==> config.mk <==
export PLATFORM = sky130hd
export DESIGN_NAME = modem_delta_mon
export DESIGN_NICKNAME = d
export VERILOG_FILES = /design/src/rtl/msr_pkg.sv /design/src/rtl/msr_sync.sv /design/src/rtl/msr_delta.sv /design/src/rtl/modem_delta_mon.sv
export SDC_FILE = /design/constraint.sdc
export NUM_CORES = 1
export LEC_CHECK = 0
export BUFFER_PORTS_ARGS = -buffer_cell sky130_fd_sc_hd__buf_2
export CAP_MARGIN = 5
export CORE_UTILIZATION = 42
export DETAILED_ROUTE_END_ITERATION = 8
export MAX_ROUTING_LAYER = met4
export PLACE_DENSITY_LB_ADDON = 0.05
export REMOVE_ABC_BUFFERS = 1
export SLEW_MARGIN = 20
export SYNTH_ARGS = -nofsm -noshare
export SYNTH_HDL_FRONTEND = slang
export SYNTH_SLANG_ARGS = --single-unit
==> constraint.sdc <==
create_clock -name clk -period 1.05 [get_ports clk]
set_clock_uncertainty 0.2 [all_clocks]
set_input_delay 0.1575 -clock clk [delete_from_list [all_inputs] [get_ports clk]]
set_output_delay 0.1575 -clock clk [all_outputs]
set_load 0.01 [all_outputs]
==> src/rtl/msr_pkg.sv <==
package msr_pkg;
    localparam int LINES = 4;
    typedef enum int {
        LN_CTS = 0,
        LN_DSR = 1,
        LN_RI  = 2,
        LN_CD  = 3
    } line_e;
endpackage

==> src/rtl/msr_sync.sv <==
module msr_sync #(
    parameter int   STAGES  = 2,
    parameter logic RST_VAL = 1'b1
) (
    input  logic clk,
    input  logic rst_n,
    input  logic din,
    output logic dout
);
    typedef struct packed {
        logic [STAGES-1:0] chain;
    } sync_t;

    sync_t s_d, s_q;

    always_comb begin
        s_d       = s_q;
        s_d.chain = {s_q.chain[STAGES-2:0], din};
    end

    always_ff @(posedge clk or negedge rst_n) begin
        if (!rst_n) s_q <= '{chain: {STAGES{RST_VAL}}};
        else        s_q <= s_d;
    end

    assign dout = s_q.chain[STAGES-1];
endmodule

==> src/rtl/msr_delta.sv <==
module msr_delta #(
    parameter bit ANY_EDGE = 1'b1
) (
    input  logic clk,
    input  logic rst_n,
    input  logic pin_s,
    input  logic clr,
    output logic level,
    output logic flag
);
    typedef struct packed {
        logic prev;
        logic flag;
    } delta_t;

    delta_t d_d, d_q;
    logic   hit;

    // Any-edge lines compare against the previous value; the ring line
    // only reacts to the pin returning high.
    generate
        if (ANY_EDGE) begin : g_any
            assign hit = pin_s ^ d_q.prev;
        end else begin : g_rise
            assign hit = pin_s & ~d_q.prev;
        end
    endgenerate

    always_comb begin
        d_d      = d_q;
        d_d.prev = pin_s;
        d_d.flag = hit | (d_q.flag & ~clr);
    end

    always_ff @(posedge clk or negedge rst_n) begin
        if (!rst_n) d_q <= '{prev: 1'b1, flag: 1'b0};
        else        d_q <= d_d;
    end

    assign level = ~pin_s;
    assign flag  = d_q.flag;
endmodule

==> src/rtl/modem_delta_mon.sv <==
module modem_delta_mon #(
    parameter int SYNC_STAGES = 2
) (
    input  logic       clk,
    input  logic       rst_n,
    input  logic       cts_n,
    input  logic       dsr_n,
    input  logic       ri_n,
    input  logic       cd_n,
    input  logic       rd_stb,
    input  logic       ie_msr,
    output logic [7:0] status,
    output logic       irq
);
    import msr_pkg::*;

    logic [LINES-1:0] pins_n;
    logic [LINES-1:0] pins_s;
    logic [LINES-1:0] levels;
    logic [LINES-1:0] flags;

    assign pins_n = {cd_n, ri_n, dsr_n, cts_n};

    generate
        for (genvar i = 0; i < LINES; i++) begin : g_line
            msr_sync #(
                .STAGES  (SYNC_STAGES),
                .RST_VAL (1'b1)
            ) u_sync (
                .clk   (clk),
                .rst_n (rst_n),
                .din   (pins_n[i]),
                .dout  (pins_s[i])
            );

            msr_delta #(
                .ANY_EDGE (i != int'(LN_RI))
            ) u_delta (
                .clk   (clk),
                .rst_n (rst_n),
                .pin_s (pins_s[i]),
                .clr   (rd_stb),
                .level (levels[i]),
                .flag  (flags[i])
            );
        end
    endgenerate

    assign status = {levels, flags};
    assign irq    = ie_msr & (|flags);
endmodule

Yosys cells after proc, flatten, opt, wreduce, memory -nomap -nowiden --
Cells that the tools add are included.
Cells by class: bitwise operators 19, reduce and logical (&&, ||, !) cells 1
Operator list (count):
- $and A1 B1 Y1 | 6
- $not A1 Y1 | 6
- $or A1 B1 Y1 | 4
- $reduce_or A4 Y1 | 1
- $xor A1 B1 Y1 | 3
Word-level totals: logic and storage cells 32, output and inout bits 9, flip-flop bits (word level) 16, input port bits 8

Depth between registers and ports, before layout --
Gate-level depths: netlist of the first run.
word-level depth 3, gate-level depth with buffers 2, mapped depth without buffers 2

Modules after synthesis --
A second synthesis of the first run with hierarchy kept.
Unflattened totals: cell total of the unflattened synthesis 32, area, all modules 510.5 um2
Modules (own cells, without submodules):
- msr_delta (g_line[0].u_delta ...) | cells each 6, seq. area each 51.3 um2, area an instance 72.6 um2, instances 3
- msr_sync | cells each 2, seq. area each 52.6 um2, area an instance 52.6 um2, instances 4
- msr_delta (g_line[2].u_delta) | cells each 5, seq. area each 51.3 um2, area an instance 71.3 um2, instances 1
- modem_delta_mon | cells each 1, seq. area each 0.0 um2, area an instance 11.3 um2, instances 1

Least setup slack after synthesis of the first run --
No wires, ideal clock.
kind reg-to-output, start point register g_line[2].u_delta.d_q, in the netlist g_line[2].u_delta.flag, end point output irq, stages on the path, launching flop included 2, arrival 821 ps, path buffers 0, setup slack -128 ps, data required time 692 ps, cell sequence dfrtp_1 -> o41a_1
On the way: longest elaborated chain between the ends 2
RTL lines:
- start, declared | line msr_delta.sv:16 | delta_t d_d, d_q;
- start signal, assigned | line msr_delta.sv:36 | if (!rst_n) d_q <= '{prev: 1'b1, flag: 1'b0};
- $reduce_or A4 Y1 | line modem_delta_mon.sv:50 | assign irq = ie_msr & (|flags);
- $and A1 B1 Y1 | line modem_delta_mon.sv:50
- end, declared | line modem_delta_mon.sv:13 | output logic irq
Every way passes these cells.

Worst setup path in the final report of the first run --
start point register g_line[3].u_delta.d_q, in the netlist g_line[3].u_delta.flag, end point output irq
On the way: longest elaborated chain between the ends 2
RTL lines (line):
- start, declared | msr_delta.sv:16
- start signal, assigned | msr_delta.sv:36
- $reduce_or A4 Y1 | modem_delta_mon.sv:50
- $and A1 B1 Y1 | modem_delta_mon.sv:50
Every way passes these cells.

==> results of run 1 <==
per-stage QoR:
step | std cells | utilization (%) | setup TNS (ns)
6_report | 81 | 73.6 | -2.75
5_1_grt | 81 | 73.6 | -3.22
4_1_cts | 80 | 70.9 | -2.90
3_5_place_dp | 66 | 54.0 | -0.301
3_3_place_gp | 66 | 54.0 | -0.230
2_1_floorplan | 32 | - | -0.174
area by class of cell:
type / instances / area [um^2] / area share, %
Sequential cell: 16 / 415 / 48.2
Timing Repair Buffer: 31 / 278 / 32.2
Tap cell: 14 / 17.5 / 2.03
Inverter: 8 / 30.0 / 3.48
Clock buffer: 4 / 26.3 / 3.05
Multi-Input combinational cell: 8 / 95.1 / 11.0
power groups by stage:
stage | clock network, uW | logic, uW | registers, uW
floorplan | 0 | 32.0 | 714
finish | 314 | 219 | 701
detailed placement | 0 | 123 | 708
global placement | 0 | 120 | 703
CTS | 332 | 205 | 699
global route | 344 | 240 | 705
metal layers:
layer  share of wire [%]  wire length (um)  up-vias
met4                   0                 0        0
met1                  43               344      156
li1                    -                 -      167
met3                 4.7                38        0
met5                   0                 0        -
met2                  53               426       13
placed cells by master (no fill, tap or decap):
cell and instances:
dfrtp_1 4, dlygate4sd3_1 6, clkbuf_1 1, o21ai_1 3, buf_2 9, o41a_1 1
buf_4 2, buf_6 14, xnor2_2 3, inv_2 3, dfstp_2 12, o22ai_4 1
clkbuf_4 3, inv_1 5
logic make-up (layout without fill, tap and decap cells):
family,after synthesis,after routing
xor+xnor,3,3
flops,16,16
compound gates,5,5
buf+inv,16,43
state kept, by name (all words and copies together) (netlist names):
| register | cells |
|---|---|
| g_line.u_delta.d_q | 4 |
| g_line.u_delta.flag | 4 |
| g_line.u_sync.s_q | 8 |
repair_timing:
action	CTS	global route
buffers inserted	5	3
setup endpoints to repair	12	13
pin swaps	2	1
hold buffers	6	0
resized for setup	19	8
hold endpoints to repair	24	0
worst max-delay path by stage:
stage                     depth (start not counted)  slack [ns]              startpoint   to
final                                             2       -0.52  g_line[3].u_delta.flag  irq
after global routing                              2       -0.57  g_line[0].u_delta.flag  irq
after CTS                                         2       -0.53  g_line[0].u_delta.flag  irq
after detailed placement                          2       -0.22  g_line[2].u_delta.flag  irq
after global placement                            2       -0.20  g_line[2].u_delta.flag  irq
after floorplan                                   1       -0.17  g_line[2].u_delta.flag  irq
==> summary.md, run 1 <==
| Metric | Value |
|---|---|
| Failing checks | setup timing |
| Die area | 1490 um^2 |
| Flops & latches, synth | 16 |
| Fmax | roughly 0.64 GHz |
| Final hold slack | 0.101 ns |
| Crit path max-delay family | flip-flops |
| Total power | 1230 uW |
| Global Route met1 Usage | between 10% and 20% |
| Class of the worst hold path | in2async |
| Setup violators final | 13 |
| Syn Inst Count | 40 |
| Complex-gate fraction of the synthesized area | 5.76% |
| Unrepaired setup endpoints after global routing | yes |
| Initial antenna violation count | 0 |
| Reg2reg setup slack | -0.08 ns |
| Peak supply drop | just over 900 uV |
| Most common cell in the netlist | dfstp_2 |
| CP cell instances | o41a_1 > buf_2 |
| Clock sinks | 16 |
| Crit path max-delay cell type | dfrtp_1 |
| Ports | 17 |
| M2 GR Usage | 25.4% |
| Layout area overhead | 52.8% |
| Largest stage delay on the critical path | 0.40 ns |
| Dominant synthesized flop cell | dfstp_2 |
| CTS tree | done |
| Drt pass-1 iters | 3 |
| Reg2Reg Depth | 3 |
| Int Power | 962 uW |
| Yosys warnings | 0 |
| Mux cell area share after synthesis | 0% |
| Sequential-to-total area share from yosys stat | 73.6% |
| GR Layer Usage met3 | 1.73% |
| Largest cells by area after synthesis | dfstp_2 (56%), dfrtp_1 (18%), buf_4 (11%) |
| Worst EP required | 0.69 ns |
| Simple-Gate Fraction of Synth Area | 0% |
| Post-Syn Area per Cell | 14.1 um^2 |
| Startpoint Class | flip-flop |
| Post-Layout Inst Area | 862 um^2 |
| Filler cells | 80 |
| Reg power frac | 56.8% |
| CP Max Fanout | 2 |
| Cell Pwr Density | 1430 nW/um^2 |
| Max_cap viols | 0 |
| Clock buffer depth | 2 |
| Rel. slew slack | roughly four fifths |
| Final period util | 150% |
| Antenna Nets Post-Route | 0 |
| CP Buf/Inv Count | 1 |
| Comb pwr share | 17.7% |
| Synth area leader | dfstp_2 |
| Outcome | complete, but fails checks |
| P_sw | approximately 270 uW |
| Via density | about 4.1 |
| Die Wd | 38.7 um |
| Critical Setup Path Class | reg2out |
| Final net count | 76 |
| Switching Share | 22.1% |
| DP Area | approximately 630 um^2 |
| First-pass GRT wire length | 1.25 mm |
| Post-route minimum period | 1.57 ns |
| DP Worst Slack | -0.219 ns |
| Worst-path clk slew | 0.08 ns |
| Routed wire length | roughly 810 um |
| Initial DRC Count | 3 |
| DRC Markers | 0 |
| Share of layout cells above drive strength 1 | about 70% |
| FF-to-FF Start | g_line[0].u_sync.s_q[1] |
| Via count | about 340 |
| Post-Synth Adder-Cell Area | 0% |
| Vias in the first global route | 334 |
| Wire per inst | between 9 and 10 um |
| R2r endpoint | g_line[0].u_delta.flag |
| XOR/XNOR Fraction of Synth Area | 4.66% |
| Clk pwr share | between 20% and 30% |
| I/O Buffers | 16 |
| Worst setup margin | -0.521 ns |
| Total GRT Usage | 13.4% |
| Gr busiest metal | met2 |
| LEAKAGE | 0.000415 uW |
| Max-slew violation count | 0 |
| Synth top cells by count | dfstp_2 (12), buf_4 (8), inv_1 (8) |
| Worst-margin pin slew | 0.329 ns |
| Site Rows | 12 |
| Async set-reset flop share out of synthesis | 100% |
| H-tree depth | 1 |
| Largest net degree at the start of global routing | 17 |
| Initial core utilization | 48.2% |
| GP Congestion | 0.646 |
| Num CTS Buffers | 3 |
| Cell Area, Synth | 564 um^2 |
| Largest family of logic cells by synthesized area | buffers and inverters |
| Chip Height | 38.7 um |
| Final Hold Fails | 0 |
| Total grt overflow | 0 |
| Count of cell types in the netlist | 8 |
| CTS Root Cell | clkbuf_4 |
| Crit path DAT | between 1 and 1.5 ns |
| Top cell type's share of synthesized area | between 50% and 60% |
| Antenna Cells | 0 |
| Core box area | between 1000 and 1500 um^2 |
| Kind of end point of the critical path | primary output |
| Clk_lat worst skew | 0.27 ns |
| EDFF count, synth | 0 |
Power figures use the tool's default switching activity.
==> run 2: changes to the inputs <==
--- a/config.mk
+++ b/config.mk
@@ -7,12 +7,14 @@
 export LEC_CHECK = 0
 export BUFFER_PORTS_ARGS = -buffer_cell sky130_fd_sc_hd__buf_2
 export CAP_MARGIN = 5
-export CORE_UTILIZATION = 42
+export CORE_AREA = 2 2 39 41
 export DETAILED_ROUTE_END_ITERATION = 8
+export DIE_AREA = 0 0 41 43
 export MAX_ROUTING_LAYER = met4
 export PLACE_DENSITY_LB_ADDON = 0.05
 export REMOVE_ABC_BUFFERS = 1
 export SLEW_MARGIN = 20
 export SYNTH_ARGS = -nofsm -noshare
 export SYNTH_HDL_FRONTEND = slang
+export SYNTH_HIERARCHICAL = 1
 export SYNTH_SLANG_ARGS = --single-unit
==> run 2 against run 1 <==
Compared with the run above:
- highest routed layer unchanged
- wire length up 20%
- setup slack worse by 0.042 ns
- non-clock buffer count up 4
- combinational power up 6%
- area after synthesis down 9.5%
- largest cell class unchanged
- the flow still finishes with violations (setup timing)
- sequential share of layout area down 1.8 points
- design area up 3.8%
- final cell count up 7.4%
==> summary.md, run 2 <==
| Metric | Value |
|---|---|
| Worst EP required | 0.69 ns |
| Worst-path clk slew | 0.08 ns |
| Dominant synthesized flop cell | dfstp_2 |
| Chip Height | 43 um |
| Crit path DAT | between 1 and 1.5 ns |
| Initial core utilization | 36.9% |
| Setup violators final | 13 |
| Post-Syn Area per Cell | 16.0 um^2 |
| Cell Pwr Density | approximately 1500 nW/um^2 |
| FF-to-FF Start | g_line[3].u_sync/s_q[1] |
| HPWL after detailed placement | 627 um |
| Num CTS Buffers | 3 |
| CTS tree | done |
| Startpoint Class | flip-flop |
| Final period util | 154% |
| Yosys warnings | 6 |
| Fmax | 0.620 GHz |
| Drt pass-1 iters | 1 |
| Crit. Startpoint | g_line[0].u_delta/flag |
| Vias in the first global route | 360 |
| Site Rows | 14 |
| Total grt overflow | 0 |
| Clk_lat worst skew | around 0.27 ns |
| Via density | roughly 4.2 |
| Clock sinks | 16 |
| Count of cell types in the netlist | 8 |
| Most frequent cells in the layout | buf_6 (14), dfstp_2 (12), buf_2 (10) |
| LEAKAGE | 0.000440 uW |
| CTS Root Cell | clkbuf_4 |
| Largest cells by area after synthesis | dfstp_2 (62%), dfrtp_1 (20%), inv_1 (5.1%) |
| Synth top cells by count | dfstp_2 (12), inv_1 (7), dfrtp_1 (4) |
| Unrepaired setup endpoints after global routing | yes |
| Via count | 363 |
| Kind of end point of the critical path | primary output |
| Initial antenna violation count | 0 |
| Syn Inst Count | 32 |
| Outcome | complete, but fails checks |
| Final net count | 80 |
| DP Area | 641 um^2 |
| Max FFs per register | 8 |
| Post-Layout Inst Area | between 800 and 900 um^2 |
| Max_cap viols | 0 |
| Antenna Cells | 0 |
| Layout area overhead | 75.2% |
| Top cell type's share of synthesized area | between 60% and 70% |
| CP Max Fanout | 2 |
| Failing checks | setup timing |
| Class of the worst hold path | in2async |
| I/O Buffers | 16 |
| Max-slew violation count | 0 |
| Worst setup margin | -0.564 ns |
| Worst-margin pin slew | 0.330 ns |
| Initial DRC Count | 0 |
| Ports | 17 |
| Commonest non-fill, non-tap cell in the layout | buf_6 |
| GP Congestion | between 0.5 and 0.6 |
| Die Wd | 41 um |
| Final Hold Fails | 0 |
| Largest net degree at the start of global routing | 17 |
| Critical Setup Path Class | reg2out |
| Total GRT Usage | between 10% and 20% |
| EDFF count, synth | 0 |
| First-pass GRT wire length | roughly 1.4 mm |
| Post-route minimum period | 1.61 ns |
| Cell Area, Synth | 510 um^2 |
| Fin util | between 60 and 70% |
| Share of layout cells above drive strength 1 | 71.8% |
| Top reg by flops | g_line.u_sync/s_q |
| Async set-reset flop share out of synthesis | 100% |
| Synth area leader | dfstp_2 |
| Die area | 1760 um^2 |
| H-tree depth | 1 |
| Rel. slew slack | 78.0% |
| Flops & latches, synth | 16 |
| Peak supply drop | 936 uV |
| Core box area | 1380 um^2 |
| Routed wire length | ~970 um |
| Filler cells | 114 |
| DRC Markers | 0 |
| Sequential-to-total area share from yosys stat | between 80 and 90% |
| Clock buffer depth | 2 |
| Wire per inst | 11.1 um |
| Antenna Nets Post-Route | 0 |
| Most common cell in the netlist | dfstp_2 |
run 2: changes by cell type after synthesis:
cell	change
o22ai_2	+1
inv_1	-1
buf_4	-8
inv_2	+1
o22ai_1	-1
run 2: critical path, stage by stage (launching register included):
cell and delay [ns]:
dfrtp_1 0.40, o41a_1 0.42, buf_2 0.15
run 2: path summary, 6_finish.rpt:
| check | endpoint | slack, ns | cells after the start |
|---|---|---|---|
| hold reg to reg | g_line[3].u_sync/s_q[1] | 0.16 | 0 |
| max in group asynchronous | g_line[0].u_delta/d_q[1] | 0.25 | 2 |
| min in group clk | g_line[3].u_sync/s_q[1] | 0.16 | 0 |
| setup / recovery | irq | -0.56 | 2 |
| setup reg to reg | g_line[3].u_delta/flag | -0.10 | 3 |
| hold / removal | g_line[3].u_delta/flag | 0.10 | 2 |
run 2: metrics by stage:
step,hold slack (ns),total power (uW),setup TNS (ns),std cells,setup WS [ns]
2_1_floorplan,-0.338,749,-0.174,32,-0.174
3_3_place_gp,-0.136,828,-0.251,68,-0.202
3_5_place_dp,-0.126,836,-0.318,68,-0.239
4_1_cts,0.108,1310,-2.99,82,-0.563
5_1_grt,0.118,1390,-3.46,87,-0.626
6_report,0.103,1310,-2.94,87,-0.564
run 2: cell type report:
| type | instances | area, um^2 | share of cell area [%] |
|---|---|---|---|
| Clock buffer | 4 | 36.3 | 4.06 |
| Sequential cell | 16 | 415 | 46.4 |
| Multi-Input combinational cell | 8 | 87.6 | 9.79 |
| Inverter | 8 | 30.0 | 3.36 |
| Timing Repair Buffer | 35 | 305 | 34.1 |
| Tap cell | 16 | 20.0 | 2.24 |
run 2: what timing repair did:
item / 4_1_cts / 5_1_grt
setup endpoints to repair: 12 / 13
hold buffers: 6 / 0
pin swaps: 1 / 3
endpoints found under the hold margin: 24 / 0
setup buffers: 4 / 6
resized for setup: 17 / 5
run 2: kinds of logic (layout without fill, tap and decap cells):
| group | Yosys count | after routing | share of synthesized area [%] |
|---|---|---|---|
| DFF | 16 | 16 | 81.4 |
| xor gates and xnor gates | 3 | 3 | 5.15 |
| AOI/OAI and AO/OA | 5 | 5 | 7.60 |
| buffers and inverters | 8 | 47 | 5.88 |
run 2: metal layers:
layer	global-route usage, %	vias to the layer above	share of wire [%]
met5	-	-	0
met1	11.5	174	38
li1	-	175	-
met3	4.71	0	5.9
met2	21.9	14	56
met4	8.00	0	0
run 2: where the power goes:
| part | switching (uW) | internal [uW] |
|---|---|---|
| Combinational | 81.9 | 150 |
| Clock | 170 | 211 |
| Sequential | 25.9 | 675 |
| Total | 278 | 1040 |
==> run 3: changes to the inputs <==
--- a/config.mk
+++ b/config.mk
@@ -5,11 +5,11 @@
 export SDC_FILE = /design/constraint.sdc
 export NUM_CORES = 1
 export LEC_CHECK = 0
+export ABC_AREA = 1
 export BUFFER_PORTS_ARGS = -buffer_cell sky130_fd_sc_hd__buf_2
 export CAP_MARGIN = 5
-export CORE_AREA = 2 2 39 41
+export CORE_UTILIZATION = 41
 export DETAILED_ROUTE_END_ITERATION = 8
-export DIE_AREA = 0 0 41 43
 export MAX_ROUTING_LAYER = met4
 export PLACE_DENSITY_LB_ADDON = 0.05
 export REMOVE_ABC_BUFFERS = 1
==> run 3 against run 2 <==
Compared with the run above:
- the flow still finishes with violations (setup timing)
- final cell count is 9.2% higher
- global-route usage increased by 1.4 points
- critical path type unchanged
- sequential power down 0.9%
- setup slack better by 0.28 ns
- sequential cell count unchanged
- die area down 17%
- clock-buffer cell count is the same
- first-iteration DRC count increased by 2
- design area down 3.2%
==> summary.md, run 3 <==
| Metric | Value |
|---|---|
| EDFF count, synth | 0 |
| Largest cells by area after synthesis | dfstp_2 (59%), dfrtp_1 (19%), nand2_1 (8.4%) |
| Most frequent cells in the layout | dfstp_2 (12), buf_2 (10), inv_1 (9), nand2_1 (9), buf_6 (8) |
| Share of layout cells above drive strength 1 | between 60% and 70% |
| CTS tree | done |
| First-pass GRT wire length | 1.39 mm |
| Die Wd | 38.2 um |
| DP Area | between 600 and 700 um^2 |
| Peak supply drop | 954 uV |
| Filler cells | 81 |
| Initial core utilization | a little under half |
| CP Max Fanout | 2 |
| Dominant synthesized flop cell | dfstp_2 |
| Max-slew violation count | 0 |
| Total power | between 1000 and 1500 uW |
| Worst-path clk slew | 0.09 ns |
| Final Hold Fails | 0 |
| Chip Height | 38.2 um |
| Antenna Nets Post-Route | 0 |
| Clock sinks | 16 |
| Class of the worst hold path | in2async |
| Count of cell types in the netlist | 8 |
| Flops & latches, synth | 16 |
| Die area | between 1000 and 1500 um^2 |
| Synth top cells by count | dfstp_2 (12), nand2_1 (12), inv_1 (10) |
| CTS Root Cell | clkbuf_4 |
| Syn Inst Count | 47 |
| DP Worst Slack | 0.000217 ns |
| Outcome | complete, but fails checks |
| Async set-reset flop share out of synthesis | 100% |
| Post-route minimum period | approximately 1.3 ns |
| Clock buffer depth | 2 |
| Worst EP required | 0.69 ns |
| Initial DRC Count | 2 |
| Failing checks | setup timing |
| Antenna Cells | 0 |
| Final net count | 90 |
| Max FFs per register | 8 |
| Final period util | 127% |
| I/O Buffers | 16 |
| Post-Layout Inst Area | about 870 um^2 |
| Top cell type's share of synthesized area | ~60% |
| Worst-margin pin slew | 0.334 ns |
| Worst setup margin | -0.282 ns |
| Setup violators final | 11 |
| Unrepaired setup endpoints after global routing | yes |
| DRC Markers | 0 |
| Site Rows | 12 |
| Commonest non-fill, non-tap cell in the layout | dfstp_2 |
| Synth area leader | dfstp_2 |
| Fmax | 0.751 GHz |
| Vias in the first global route | 380 |
| GP Congestion | between 0.6 and 0.7 |
| Fin util | 74.9% |
| Sequential-to-total area share from yosys stat | 77.4% |
| H-tree depth | 1 |
| Crit path DAT | 0.97 ns |
| Total GRT Usage | 14.5% |
| Wire per inst | 8.80 um |
| Startpoint Class | flip-flop |
| Kind of end point of the critical path | primary output |
| Initial antenna violation count | 0 |
| Critical Setup Path Class | reg2out |
| Cell Area, Synth | 537 um^2 |
| HPWL after detailed placement | 523 um |
| Ports | 17 |
| Clk_lat worst skew | 0.27 ns |
| Core box area | 1160 um^2 |
| Num CTS Buffers | 3 |
| Largest net degree at the start of global routing | 17 |
| Cell Pwr Density | between 1000 and 1500 nW/um^2 |
| Max_cap viols | 0 |
| Layout area overhead | 61.3% |
| Rel. slew slack | between 70% and 80% |
| Via density | 4.16 |
| Top reg by flops | g_line.u_sync/s_q |
| Routed wire length | 836 um |
| Post-Syn Area per Cell | 11.4 um^2 |
| LEAKAGE | 0.000458 uW |
| Setup TNS | -2.14 ns |
| Drt pass-1 iters | 2 |
| Via count | 395 |
| Total grt overflow | 0 |
| Yosys warnings | 6 |
-- run 3: logic make-up (layout without fill, tap and decap cells) --
kind of cell,count (synthesis),count (layout),share of synthesized area (%)
AND/OR/NAND/NOR,17,17,12.6
AO/OA/AOI/OAI,1,1,0.932
buffers and inverters,13,47,9.09
flip-flops,16,16,77.4
-- run 3: final cells by class --
cell class	instances	area, um^2	share of cell area [%]
inverter	13	48.8	5.64
tap	14	17.5	2.02
sequential	16	415	48.0
timing repair buffer	30	245	28.3
multi-input combinational	18	103	11.8
clock buffer	4	36.3	4.19
-- run 3: through the flow --
stage,hold slack [ns],cells
floorplan,-0.338,47
global placement,-0.120,80
detailed placement,-0.119,80
CTS,0.106,94
global route,0.133,95
finish,0.108,95
-- run 3: final timing paths --
path,depth (start not counted),to,start,slack (ns)
min reg2reg,0,g_line[0].u_sync/s_q[1],g_line[0].u_sync/s_q[0],0.16
min in group clk,0,g_line[0].u_sync/s_q[1],g_line[0].u_sync/s_q[0],0.16
max,2,status[4],g_line[0].u_sync/s_q[1],-0.28
min,2,g_line[0].u_delta/flag,rst_n,0.11
max reg2reg,4,g_line[0].u_delta/flag,g_line[0].u_sync/s_q[1],-0.05
max in group asynchronous,2,g_line[1].u_sync/s_q[1],rst_n,0.25
-- run 3: repair_timing --
action / 4_1_cts / 5_1_grt
buffers inserted: 4 / 3
pin swaps: 0 / 1
gates resized for setup: 8 / 10
hold buffers: 6 / 0
setup endpoints to repair: 9 / 11
endpoints found under the hold margin: 24 / 0
-- run 3: power by group --
group          internal [uW]  switching [uW]
sequential               673            22.0
clock                    210             174
combinational            103            76.5
total                    986             272
-- run 3: per-layer routing --
layer	share of wire, %	wire length, um	vias up	GRT usage [%]
met3	4.5	38	0	5.23
met1	43	357	182	16.3
met2	53	441	13	25.0
met4	0	0	0	2.68
li1	-	-	200	-
met5	0	0	-	-
-- run 3: critical path, stage by stage (launching register included) --
cell,delay (ns)
dfstp_2,0.55
inv_2,0.05
buf_6,0.11
